--- config.mk ---
export PLATFORM = sky130hd
export DESIGN_NAME = simd_sat_alu
export DESIGN_NICKNAME = d
export VERILOG_FILES = /design/src/rtl/simd_pkg.sv /design/src/rtl/simd_ctrl.sv /design/src/rtl/simd_datapath.sv /design/src/rtl/simd_sat_alu.sv
export SDC_FILE = /design/constraint.sdc
export NUM_CORES = 1
export LEC_CHECK = 0
export BUFFER_PORTS_ARGS = -buffer_cell sky130_fd_sc_hd__buf_2
export CAP_MARGIN = 20
export CORE_ASPECT_RATIO = 1.1
export CORE_MARGIN = 2
export CORE_UTILIZATION = 45
export DETAILED_ROUTE_END_ITERATION = 12
export GPL_ROUTABILITY_DRIVEN = 0
export PLACE_DENSITY = 0.67
export SYNTH_ARGS = -nofsm -noshare
export SYNTH_HDL_FRONTEND = slang
export SYNTH_HIERARCHICAL = 1
export SYNTH_SLANG_ARGS = --single-unit
--- constraint.sdc ---
create_clock -name clk -period 5.4 [get_ports clk]
set_clock_uncertainty 0.1 [all_clocks]
set_input_delay 0.54 -clock clk [delete_from_list [all_inputs] [get_ports clk]]
set_output_delay 0.54 -clock clk [all_outputs]
set_load 0.01 [all_outputs]
--- src/rtl/simd_pkg.sv ---
`timescale 1ns/1ps
package simd_pkg;

  typedef enum logic [2:0] {
    OP_HADD    = 3'b000,
    OP_HADD_S  = 3'b001,
    OP_HSUB    = 3'b010,
    OP_HSUB_S  = 3'b011,
    OP_BADD    = 3'b100,
    OP_BADD_S  = 3'b101,
    OP_BSUB    = 3'b110,
    OP_BSUB_S  = 3'b111
  } opcode_e;

  // Strobes from control to datapath
  typedef struct packed {
    logic capture;   // register a new result this cycle
    logic isByte;    // four unsigned bytes instead of two signed halves
    logic isSub;     // subtract srcB from srcA
    logic isSat;     // clamp instead of wrap
  } alu_ctrl_t;

endpackage

--- src/rtl/simd_ctrl.sv ---
`timescale 1ns/1ps
module simd_ctrl
  import simd_pkg::*;
#(
  parameter int FLAG_W = 4
) (
  input  logic              clk,
  input  logic              rstN,
  input  logic              opValid,
  input  logic [2:0]        opCode,
  input  logic              clrEn,
  input  logic [FLAG_W-1:0] clrMask,
  input  logic [FLAG_W-1:0] newFlags,
  output alu_ctrl_t         ctrl,
  output logic [FLAG_W-1:0] stickyFlags,
  output logic              resultValid
);

  opcode_e op;
  logic [FLAG_W-1:0] clearBits;
  logic [FLAG_W-1:0] setBits;

  assign op = opcode_e'(opCode);

  always_comb begin
    ctrl.capture = opValid;
    ctrl.isByte  = (op inside {OP_BADD, OP_BADD_S, OP_BSUB, OP_BSUB_S});
    ctrl.isSub   = (op inside {OP_HSUB, OP_HSUB_S, OP_BSUB, OP_BSUB_S});
    ctrl.isSat   = (op inside {OP_HADD_S, OP_HSUB_S, OP_BADD_S, OP_BSUB_S});
  end

  assign clearBits = clrEn ? clrMask : '0;
  assign setBits   = opValid ? newFlags : '0;

  always_ff @(posedge clk) begin
    if (!rstN) begin
      stickyFlags <= '0;
      resultValid <= 1'b0;
    end else begin
      // setting wins over clearing on the same bit
      stickyFlags <= (stickyFlags & ~clearBits) | setBits;
      resultValid <= opValid;
    end
  end

endmodule

--- src/rtl/simd_datapath.sv ---
`timescale 1ns/1ps
module simd_datapath
  import simd_pkg::*;
#(
  parameter int DATA_W = 32,
  parameter int BYTE_W = 8,
  parameter int HALF_W = DATA_W / 2,
  localparam int NUM_BYTES  = DATA_W / BYTE_W,
  localparam int NUM_HALVES = DATA_W / HALF_W
) (
  input  logic                 clk,
  input  logic                 rstN,
  input  alu_ctrl_t            ctrl,
  input  logic [DATA_W-1:0]    srcA,
  input  logic [DATA_W-1:0]    srcB,
  output logic [NUM_BYTES-1:0] nextFlags,
  output logic [DATA_W-1:0]    result,
  output logic [NUM_BYTES-1:0] laneFlags
);

  logic [DATA_W-1:0]     halfRes;
  logic [NUM_HALVES-1:0] halfOvf;
  logic [DATA_W-1:0]     byteRes;
  logic [NUM_BYTES-1:0]  byteOvf;
  logic [DATA_W-1:0]     nextResult;

  // Signed halfword lanes: invert-and-increment subtract, sign-rule overflow
  for (genvar h = 0; h < NUM_HALVES; h++) begin : g_half
    logic [HALF_W-1:0] aLane, bLane, bEff, sumLane, satVal;
    logic              ovf;
    assign aLane   = srcA[h*HALF_W +: HALF_W];
    assign bLane   = srcB[h*HALF_W +: HALF_W];
    assign bEff    = ctrl.isSub ? ~bLane : bLane;
    assign sumLane = aLane + bEff + {{(HALF_W-1){1'b0}}, ctrl.isSub};
    assign ovf     = (aLane[HALF_W-1] == bEff[HALF_W-1]) &&
                     (sumLane[HALF_W-1] != aLane[HALF_W-1]);
    assign satVal  = aLane[HALF_W-1] ? {1'b1, {(HALF_W-1){1'b0}}}
                                     : {1'b0, {(HALF_W-1){1'b1}}};
    assign halfRes[h*HALF_W +: HALF_W] = (ovf && ctrl.isSat) ? satVal : sumLane;
    assign halfOvf[h] = ovf;
  end

  // Unsigned byte lanes: one extra bit holds carry or borrow
  for (genvar b = 0; b < NUM_BYTES; b++) begin : g_byte
    logic [BYTE_W-1:0] aLane, bLane, satVal;
    logic [BYTE_W:0]   ext;
    assign aLane  = srcA[b*BYTE_W +: BYTE_W];
    assign bLane  = srcB[b*BYTE_W +: BYTE_W];
    assign ext    = ctrl.isSub ? ({1'b0, aLane} - {1'b0, bLane})
                               : ({1'b0, aLane} + {1'b0, bLane});
    assign satVal = ctrl.isSub ? {BYTE_W{1'b0}} : {BYTE_W{1'b1}};
    assign byteRes[b*BYTE_W +: BYTE_W] = (ext[BYTE_W] && ctrl.isSat) ? satVal
                                                                    : ext[BYTE_W-1:0];
    assign byteOvf[b] = ext[BYTE_W];
  end

  always_comb begin
    nextResult = ctrl.isByte ? byteRes : halfRes;
    nextFlags  = '0;
    if (ctrl.isByte) nextFlags = byteOvf;
    else             nextFlags[NUM_HALVES-1:0] = halfOvf;
  end

  always_ff @(posedge clk) begin
    if (!rstN) begin
      result    <= '0;
      laneFlags <= '0;
    end else if (ctrl.capture) begin
      result    <= nextResult;
      laneFlags <= nextFlags;
    end
  end

endmodule

--- src/rtl/simd_sat_alu.sv ---
`timescale 1ns/1ps
module simd_sat_alu
  import simd_pkg::*;
#(
  parameter int DATA_W = 32,
  parameter int BYTE_W = 8,
  localparam int FLAG_W = DATA_W / BYTE_W
) (
  input  logic              clk,
  input  logic              rstN,
  input  logic              opValid,
  input  logic [2:0]        opCode,
  input  logic [DATA_W-1:0] srcA,
  input  logic [DATA_W-1:0] srcB,
  input  logic              clrEn,
  input  logic [FLAG_W-1:0] clrMask,
  output logic [DATA_W-1:0] result,
  output logic [FLAG_W-1:0] laneFlags,
  output logic [FLAG_W-1:0] stickyFlags,
  output logic              resultValid
);

  alu_ctrl_t         ctrl;
  logic [FLAG_W-1:0] nextFlags;

  simd_ctrl #(.FLAG_W(FLAG_W)) u_ctrl (
    .clk(clk), .rstN(rstN), .opValid(opValid), .opCode(opCode),
    .clrEn(clrEn), .clrMask(clrMask), .newFlags(nextFlags),
    .ctrl(ctrl), .stickyFlags(stickyFlags), .resultValid(resultValid)
  );

  simd_datapath #(.DATA_W(DATA_W), .BYTE_W(BYTE_W)) u_dp (
    .clk(clk), .rstN(rstN), .ctrl(ctrl), .srcA(srcA), .srcB(srcB),
    .nextFlags(nextFlags), .result(result), .laneFlags(laneFlags)
  );

endmodule

==> results_dict.tcl, run 1 <==
set metrics [dict create \
    clockBufferDepth 2 \
    worstPathCellList "buf_2 > xor2_1 > fa_1 > a211o_1 > a2111oi_0 > o31ai_1 > o41ai_1 > o21ai_0 > xor2_1 > a21oi_1 > o31ai_1" \
    clk_latency_ns 0.29 \
    fill_cells 1291 \
    slew_headroom_pct 40.67 \
    required_ns 5.50 \
    ys_seq_area_share_pct 14.34 \
    synth.avg_cell_area_sq_um 7.534 \
    drive_above_1_share_pct 17.19 \
    swShare_pct 40.21 \
    cts_tree "yes" \
    rsz0062_at_grt "false" \
    pwr-share-seq_pct 22.8 \
    htreeDepth 2 \
    drcViolationCount 0 \
    drt-total-wl_um 15860 \
    worst_setup_path_start_kind "primary input" \
    placementRows 43 \
    m1WireLength_um 7153 \
    slew_violations 0 \
    timing.fmax_mhz 241.2 \
    crit_type "primary input to flop" \
    synth_ff_type "dfxtp_1" \
    hold_viol 0 \
    p_leak_nw 3.065 \
    setup_viol 0 \
    tightest_slew_ns 0.8653 \
    via_per_inst 5.616 \
    synth_cell_types 69 \
    syn_nets 905 \
    ios 116 \
    synth_edf_count 0 \
    grt_overflow_total 0 \
    layout.cells.non_filler 1012 \
    clkSinkCount 41 \
    area_growth_pct 14.88 \
    cp_slowest_cell "a2111oi_0" \
    antenna_found_initial 0 \
    drt_iter0_drc 255 \
    ir_drop_mv 0.1623 \
    setup_tns_ns 0 \
    min_period_ns 4.146 \
    dp_hpwl_um 12650 \
    die-area_sq_um 13640 \
    die_y_um 122.3 \
    clk_pin_slew_ns 0.06 \
    nets 999 \
    cts-root-buf "clkbuf_16" \
    end_kind "flop" \
    netlist_area_sq_um 5725 \
    critPathMaxFanout 33 \
    routedWlPerCell_um 15.67 \
    p_switching_mw 0.6398 \
    hold_class "flop to flop" \
    cp_top_family "compound AO/OA/AOI/OAI gates" \
    met2_wirelength_um 7652 \
    numCtsBuffers 5 \
    antennaDiodeCount 0 \
    grt_pass1_vias 5416 \
    hold_buffers 0 \
    cp.arrival_ns 4.24 \
    start_util_pct 45.67 \
    post_cts_buffers 0 \
    synth.yosys.warnings 6 \
    top_layer "met4" \
    fin_crit_sh_pct 76.77 \
    die-width_um 111.6 \
    grt_max_degree 34 \
    drv_cap 0 \
    ys_ff_latch 41 \
    grtUsageTotal_pct 23.32 \
    critPathMaxStageDelay_ns 0.67 \
    wl_met3_um 663 \
    p_clk_share_pct 23.0 \
    grt_first_pass_wirelength_um 26230 \
    cts_resized 0 \
    drtAntennaViolNets 0 \
    async_flop_share_pct 0 \
    io_buffers 115 \
    core-area_sq_um 12540 \
    pwr-share-comb_pct 54.2 \
    cp_num_buf_inv 1 \
    p_int_mw 0.9514 \
    place_inst 1004 \
    dr_total_vias 5683 \
    syn_inst 760 \
    dr.pass1.iters 5 \
    outcome "finished, final reports clean" \
    p_per_area_nw_per_um2 241.9 \
]
## Yosys cell counts, types with 3 or more instances
cell type	n	share of area, %
a211oi_1	4	0.52
nand2b_1	7	0.76
nand2_1	63	4.1
or2_2	5	0.55
a31o_2	3	0.46
and3_1	9	0.98
a32o_1	3	0.52
o211ai_1	6	0.79
xnor2_1	56	8.6
o31ai_1	18	2.4
a21boi_0	4	0.52
clkbuf_1	25	1.6
nand4_1	3	0.33
nor2_1	65	4.3
fa_1	6	2.1
a21oi_1	75	6.6
o21bai_1	3	0.39
ha_1	64	14
xor2_1	49	7.5
a31oi_1	6	0.66
o21a_1	9	1.2
or3_1	10	1.1
mux2_2	4	0.79
mux2i_1	14	2.4
a21o_1	23	3.0
nor3_1	19	1.7
a22o_1	5	0.76
buf_1	4	0.26
nor2b_1	14	1.5
a211o_1	3	0.46
and2_1	15	1.6
a31o_1	4	0.61
o21ai_0	36	3.1
inv_1	32	2.1
nand3_1	11	0.96
dfxtp_1	41	14
## per-layer routing
layer  up-vias  track usage, %
met4         0           8.179
met5         -               0
met3        26           2.420
met2       123           41.27
li1       2897               -
met1      2637           29.70
## worst register-to-register path, delay by kind of cell, from the launching register on
| family | cells | cell delay (ns) |
|---|---|---|
| AOI/OAI and AO/OA | 2 | 0.41 |
| DFF | 1 | 0.32 |
## per-stage QoR
step                      instance area (sq um)  hold slack (ns)  total power, mW  utilization (%)  setup slack [ns]
after global placement                     6401           0.3327            1.220            51.06             1.010
after global routing                       6578           0.3687            1.709            52.47            0.9724
after floorplan                            5725           0.3792           0.9963                -            0.7199
after CTS                                  6578           0.3540            1.592            52.47             1.263
final                                      6578           0.3493            1.591            52.47             1.254
after detailed placement                   6401           0.3396            1.222            51.06            0.9638
## registers in the layout (all words and copies together) (netlist names)
name,cells
u_dp/laneFlags,4
u_dp/result,32
u_ctrl/resultValid,1
u_ctrl/stickyFlags,4
## layout by cell type, fill, tap and decap left out, drive strengths merged, types with 6 or more instances in the layout
| cell type | n |
|---|---|
| a21o | 23 |
| a21oi | 75 |
| a31o | 8 |
| a31oi | 7 |
| and2 | 16 |
| and3 | 9 |
| buf | 118 |
| clkbuf | 6 |
| dfxtp | 41 |
| fa | 6 |
| ha | 64 |
| inv | 32 |
| mux2i | 15 |
| nand2 | 63 |
| nand2b | 7 |
| nand3 | 11 |
| nor2 | 66 |
| nor2b | 14 |
| nor3 | 19 |
| o211ai | 6 |
| o21a | 9 |
| o21ai | 39 |
| o31ai | 18 |
| or3 | 11 |
| xnor2 | 56 |
| xor2 | 49 |
## cell families (layout without fill, tap and decap cells)
logic type | Yosys count | after routing | share of synthesized area [%]
AND/OR/NAND/NOR | 233 | 233 | 19.56
adder cells (fa/ha/maj) | 70 | 70 | 16.08
flip-flops | 41 | 41 | 14.34
buffers and inverters | 64 | 159 | 4.283
AO/OA/AOI/OAI | 228 | 228 | 26.20
XOR/XNOR | 105 | 105 | 16.06
multiplexers | 19 | 19 | 3.474
## power by group through the flow
| stage | clock [mW] | sequential, mW | combinational, mW |
|---|---|---|---|
| floorplan | 0 | 0.383 | 0.613 |
| global placement | 0 | 0.369 | 0.851 |
| detailed placement | 0 | 0.369 | 0.853 |
| CTS | 0.369 | 0.363 | 0.860 |
| global route | 0.380 | 0.366 | 0.962 |
| finish | 0.366 | 0.362 | 0.863 |
## area by class of cell
| class | instances | area, sq um | area share [%] |
|---|---|---|---|
| inverters | 33 | 123.9 | 1.883 |
| clock inverters | 2 | 37.54 | 0.5707 |
| clock buffers | 6 | 138.9 | 2.111 |
| flip-flops and latches | 41 | 820.8 | 12.48 |
| multi-input cells | 655 | 4662 | 70.88 |
| repair buffers | 118 | 598.1 | 9.093 |
| well taps | 157 | 196.4 | 2.986 |
## final timing paths
check / depth (start not counted) / end / startpoint / slack, ns
max: 11 / u_dp/result[30] / opCode[1] / 1.25
min: 2 / u_dp/result[20] / u_dp/result[20] / 0.35
max reg2reg: 2 / u_dp/result[11] / u_dp/result[11] / 4.47
min reg2reg: 2 / u_dp/result[20] / u_dp/result[20] / 0.35
No activity file was read; power rests on OpenSTA's default activity.
==> run 2, diff against run 1 <==
--- a/config.mk
+++ b/config.mk
@@ -5,6 +5,7 @@
 export SDC_FILE = /design/constraint.sdc
 export NUM_CORES = 1
 export LEC_CHECK = 0
+export ABC_AREA = 1
 export BUFFER_PORTS_ARGS = -buffer_cell sky130_fd_sc_hd__buf_2
 export CAP_MARGIN = 20
 export CORE_ASPECT_RATIO = 1.1
==> constraint.sdc (replaced) <==
create_clock -name clk -period 4.2 [get_ports clk]
set_clock_uncertainty 0.1 [all_clocks]
set_input_delay 0.42 -clock clk [delete_from_list [all_inputs] [get_ports clk]]
set_output_delay 0.42 -clock clk [all_outputs]
set_load 0.01 [all_outputs]
==> run 2 against run 1 <==
  * Clock power grew 22%
  * Routed wire length grew 8.8%
  * Synthesized cell count grew 42%
  * Highest routed layer unchanged
  * Synthesized area grew 10%
  * Sequential share of layout area shrank 1.0 points
  * Total power grew 30%
  * Sequential power grew 26%
  * Design area grew 8.7%
  * Critical endpoint is now u_dp/result[11]
  * Critical path depth grew 5
  * Combinational power grew 34%
  * Non-clock buffer count is the same
==> results_dict.tcl, run 2 <==
set metrics [dict create \
    drt-total-wl_um 17250 \
    timing.fmax_mhz 318.0 \
    reg2regPathDepth 2 \
    htreeDepth 2 \
    die-area_sq_um 15010 \
    synth_most_common_cell "nand2_1" \
    cts_resized 0 \
    whs_path_depth 4 \
    die-width_um 117.0 \
    largest_register_ffs 32 \
    area_growth_pct 13.12 \
    multiInputGateArea_sq_um 4763 \
    dp_hpwl_um 14030 \
    grtUsageTotal_pct 23.30 \
    io_buffers 115 \
    most-common-layout-cells "358 x nand2_1, 147 x inv_1, 115 x buf_2" \
    p_leak_nw 4.141 \
    drtAntennaViolNets 0 \
    cts_tree "yes" \
    async_flop_share_pct 0 \
    r2r-end "u_dp/result[28]" \
    synth.yosys.warnings 6 \
    worstHoldStart "clrMask[1]" \
    dr.pass1.iters 5 \
    placementRows 45 \
    grt_pass1_vias 6378 \
    hold_viol 0 \
    largest_register "u_dp/result" \
    cp.arrival_ns 3.20 \
    rsz0062_at_grt "false" \
    setup_viol 0 \
    drv_cap 0 \
    rr_startpoint "u_dp/result[28]" \
    ios 116 \
    final_common_cell "nand2_1" \
    grt_max_degree 48 \
    cts-root-buf "clkbuf_16" \
    synth.avg_cell_area_sq_um 5.853 \
    antenna_found_initial 0 \
    fill_cells 1517 \
    syn_nets 1225 \
    post_cts_buffers 0 \
    min_period_ns 3.144 \
    drcViolationCount 0 \
    outcome "finished, final reports clean" \
    grt_overflow_total 0 \
    slew_violations 0 \
    nets 1320 \
    p_total_mw 2.062 \
    worst_setup_path_start_kind "primary input" \
    die_y_um 128.3 \
    critPathMaxFanout 22 \
    end_kind "flop" \
    synth_top_area_share_pct 21.26 \
    via_per_inst 5.013 \
    ir_drop_mv 0.2156 \
    drt_iter0_drc 333 \
    p_per_area_nw_per_um2 288.4 \
    antennaDiodeCount 0 \
    clkSinkCount 41 \
    synth_edf_count 0 \
    fin_crit_sh_pct 74.86 \
    hold_ws_ns 0.2869 \
    crit_type "primary input to flop" \
    rrSetupSlack_ns 3.40 \
    ys_ff_latch 41 \
    numCtsBuffers 5 \
    required_ns 4.26 \
    synth_cell_types 34 \
    slew_headroom_pct 35.68 \
    hold_buffers 0 \
    synth.largest_area_cell "nand2_1" \
    ff_latch_area_sq_um 820.8 \
    grt_first_pass_wirelength_um 28800 \
    ys_seq_area_share_pct 12.98 \
    setup_tns_ns 0 \
    hold_end "u_ctrl/stickyFlags[1]" \
    synth_ff_type "dfxtp_1" \
    synth_common_cells "358 x nand2_1, 147 x inv_1, 112 x nand3_1" \
    tightest_slew_ns 0.9637 \
    dr_total_vias 6838 \
    synth_area_leaders "nand2_1 21%, dfxtp_1 13%, ha_1 13%" \
    biggestRegsByFlops "u_dp/result (32), u_ctrl/stickyFlags (4), u_dp/laneFlags (4)" \
    clk_pin_slew_ns 0.06 \
    start_util_pct 45.82 \
    drive_above_1_share_pct 14.46 \
    syn_inst 1080 \
    clk_latency_ns 0.29 \
    clockBufferDepth 2 \
    hold_class "primary input to flop" \
    routedWlPerCell_um 12.65 \
    core-area_sq_um 13790 \
    netlist_area_sq_um 6321 \
]
## run 2: changes by cell type in the layout (fill, tap and decap cells not counted), moves of 14 or more
cell / delta
a21o_1: -21
nand3_1: +101
nand2_1: +295
mux2i_1: -14
inv_1: +115
xnor2_1: -50
o31ai_1: -14
nand2_2: +22
## run 2: where the power goes
group	leakage [nW]	switching (mW)	internal (mW)	total, mW
clock network	0.0810	0.165	0.282	0.447
registers	0.339	0.0240	0.432	0.456
logic	3.72	0.715	0.444	1.16
total	4.14	0.904	1.16	2.06
## run 2: cell type report
cell class,instances,share of cell area [%]
clock buffers,6,1.802
well taps,188,3.290
inverters,150,7.909
repair buffers,118,8.364
flip-flops and latches,41,11.48
clock inverters,2,0.5424
multi-input cells,859,66.61
## run 2: critical path: stages
cell     delay (ns)
buf_2          0.48
buf_4          0.38
xor2_1         0.23
nand2_1        0.07
o21ai_0        0.09
ha_1           0.31
nand3_1        0.10
nand3_1        0.13
nand2_1        0.12
nand3_1        0.11
nand2_1        0.11
nand2_1        0.18
nand3_1        0.16
nand3_1        0.09
nand3_1        0.13
a21oi_1        0.07
## run 2: worst max path at each step
| stage | startpoint | cells after the start | slack [ns] | endpoint |
|---|---|---|---|---|
| detailed placement | opCode[1] | 14 | 0.77 | u_ctrl/stickyFlags[0] |
| finish | opCode[1] | 16 | 1.06 | u_dp/result[11] |
| global route | srcB[26] | 23 | 0.67 | u_dp/result[28] |
| global placement | opCode[1] | 17 | 0.82 | u_dp/result[15] |
| floorplan | opCode[1] | 17 | 1.33 | u_dp/result[10] |
| CTS | opCode[1] | 14 | 1.08 | u_ctrl/stickyFlags[0] |
## run 2: metal layers
layer / part of all wire [%] / global-route usage [%] / vias up
li1: - / - / 3630
met1: 46 / 29.56 / 3020
met2: 49 / 43.05 / 172
met3: 3.7 / 1.418 / 16
met4: 1.1 / 4.913 / 0
met5: 0 / 0 / -
## run 2: cell families (layout without fill, tap and decap cells)
| kind of cell | after synthesis | count (layout) | synth area share, % |
|---|---|---|---|
| DFF | 41 | 41 | 12.99 |
| adders and majority gates | 70 | 70 | 14.57 |
| xor gates and xnor gates | 63 | 63 | 8.729 |
| and+or+nand+nor | 588 | 588 | 39.25 |
| AOI/OAI and AO/OA | 138 | 138 | 12.81 |
| buffers and inverters | 180 | 276 | 11.66 |
## run 2: stage by stage
step	area, sq um	cells	utilization (%)	setup slack [ns]
after detailed placement	6983	1356	50.62	0.7704
after global routing	7151	1364	51.84	0.6743
after CTS	7151	1364	51.84	1.076
after global placement	6983	1356	50.62	0.8173
after floorplan	6321	1080	-	1.332
final	7151	1364	51.84	1.056
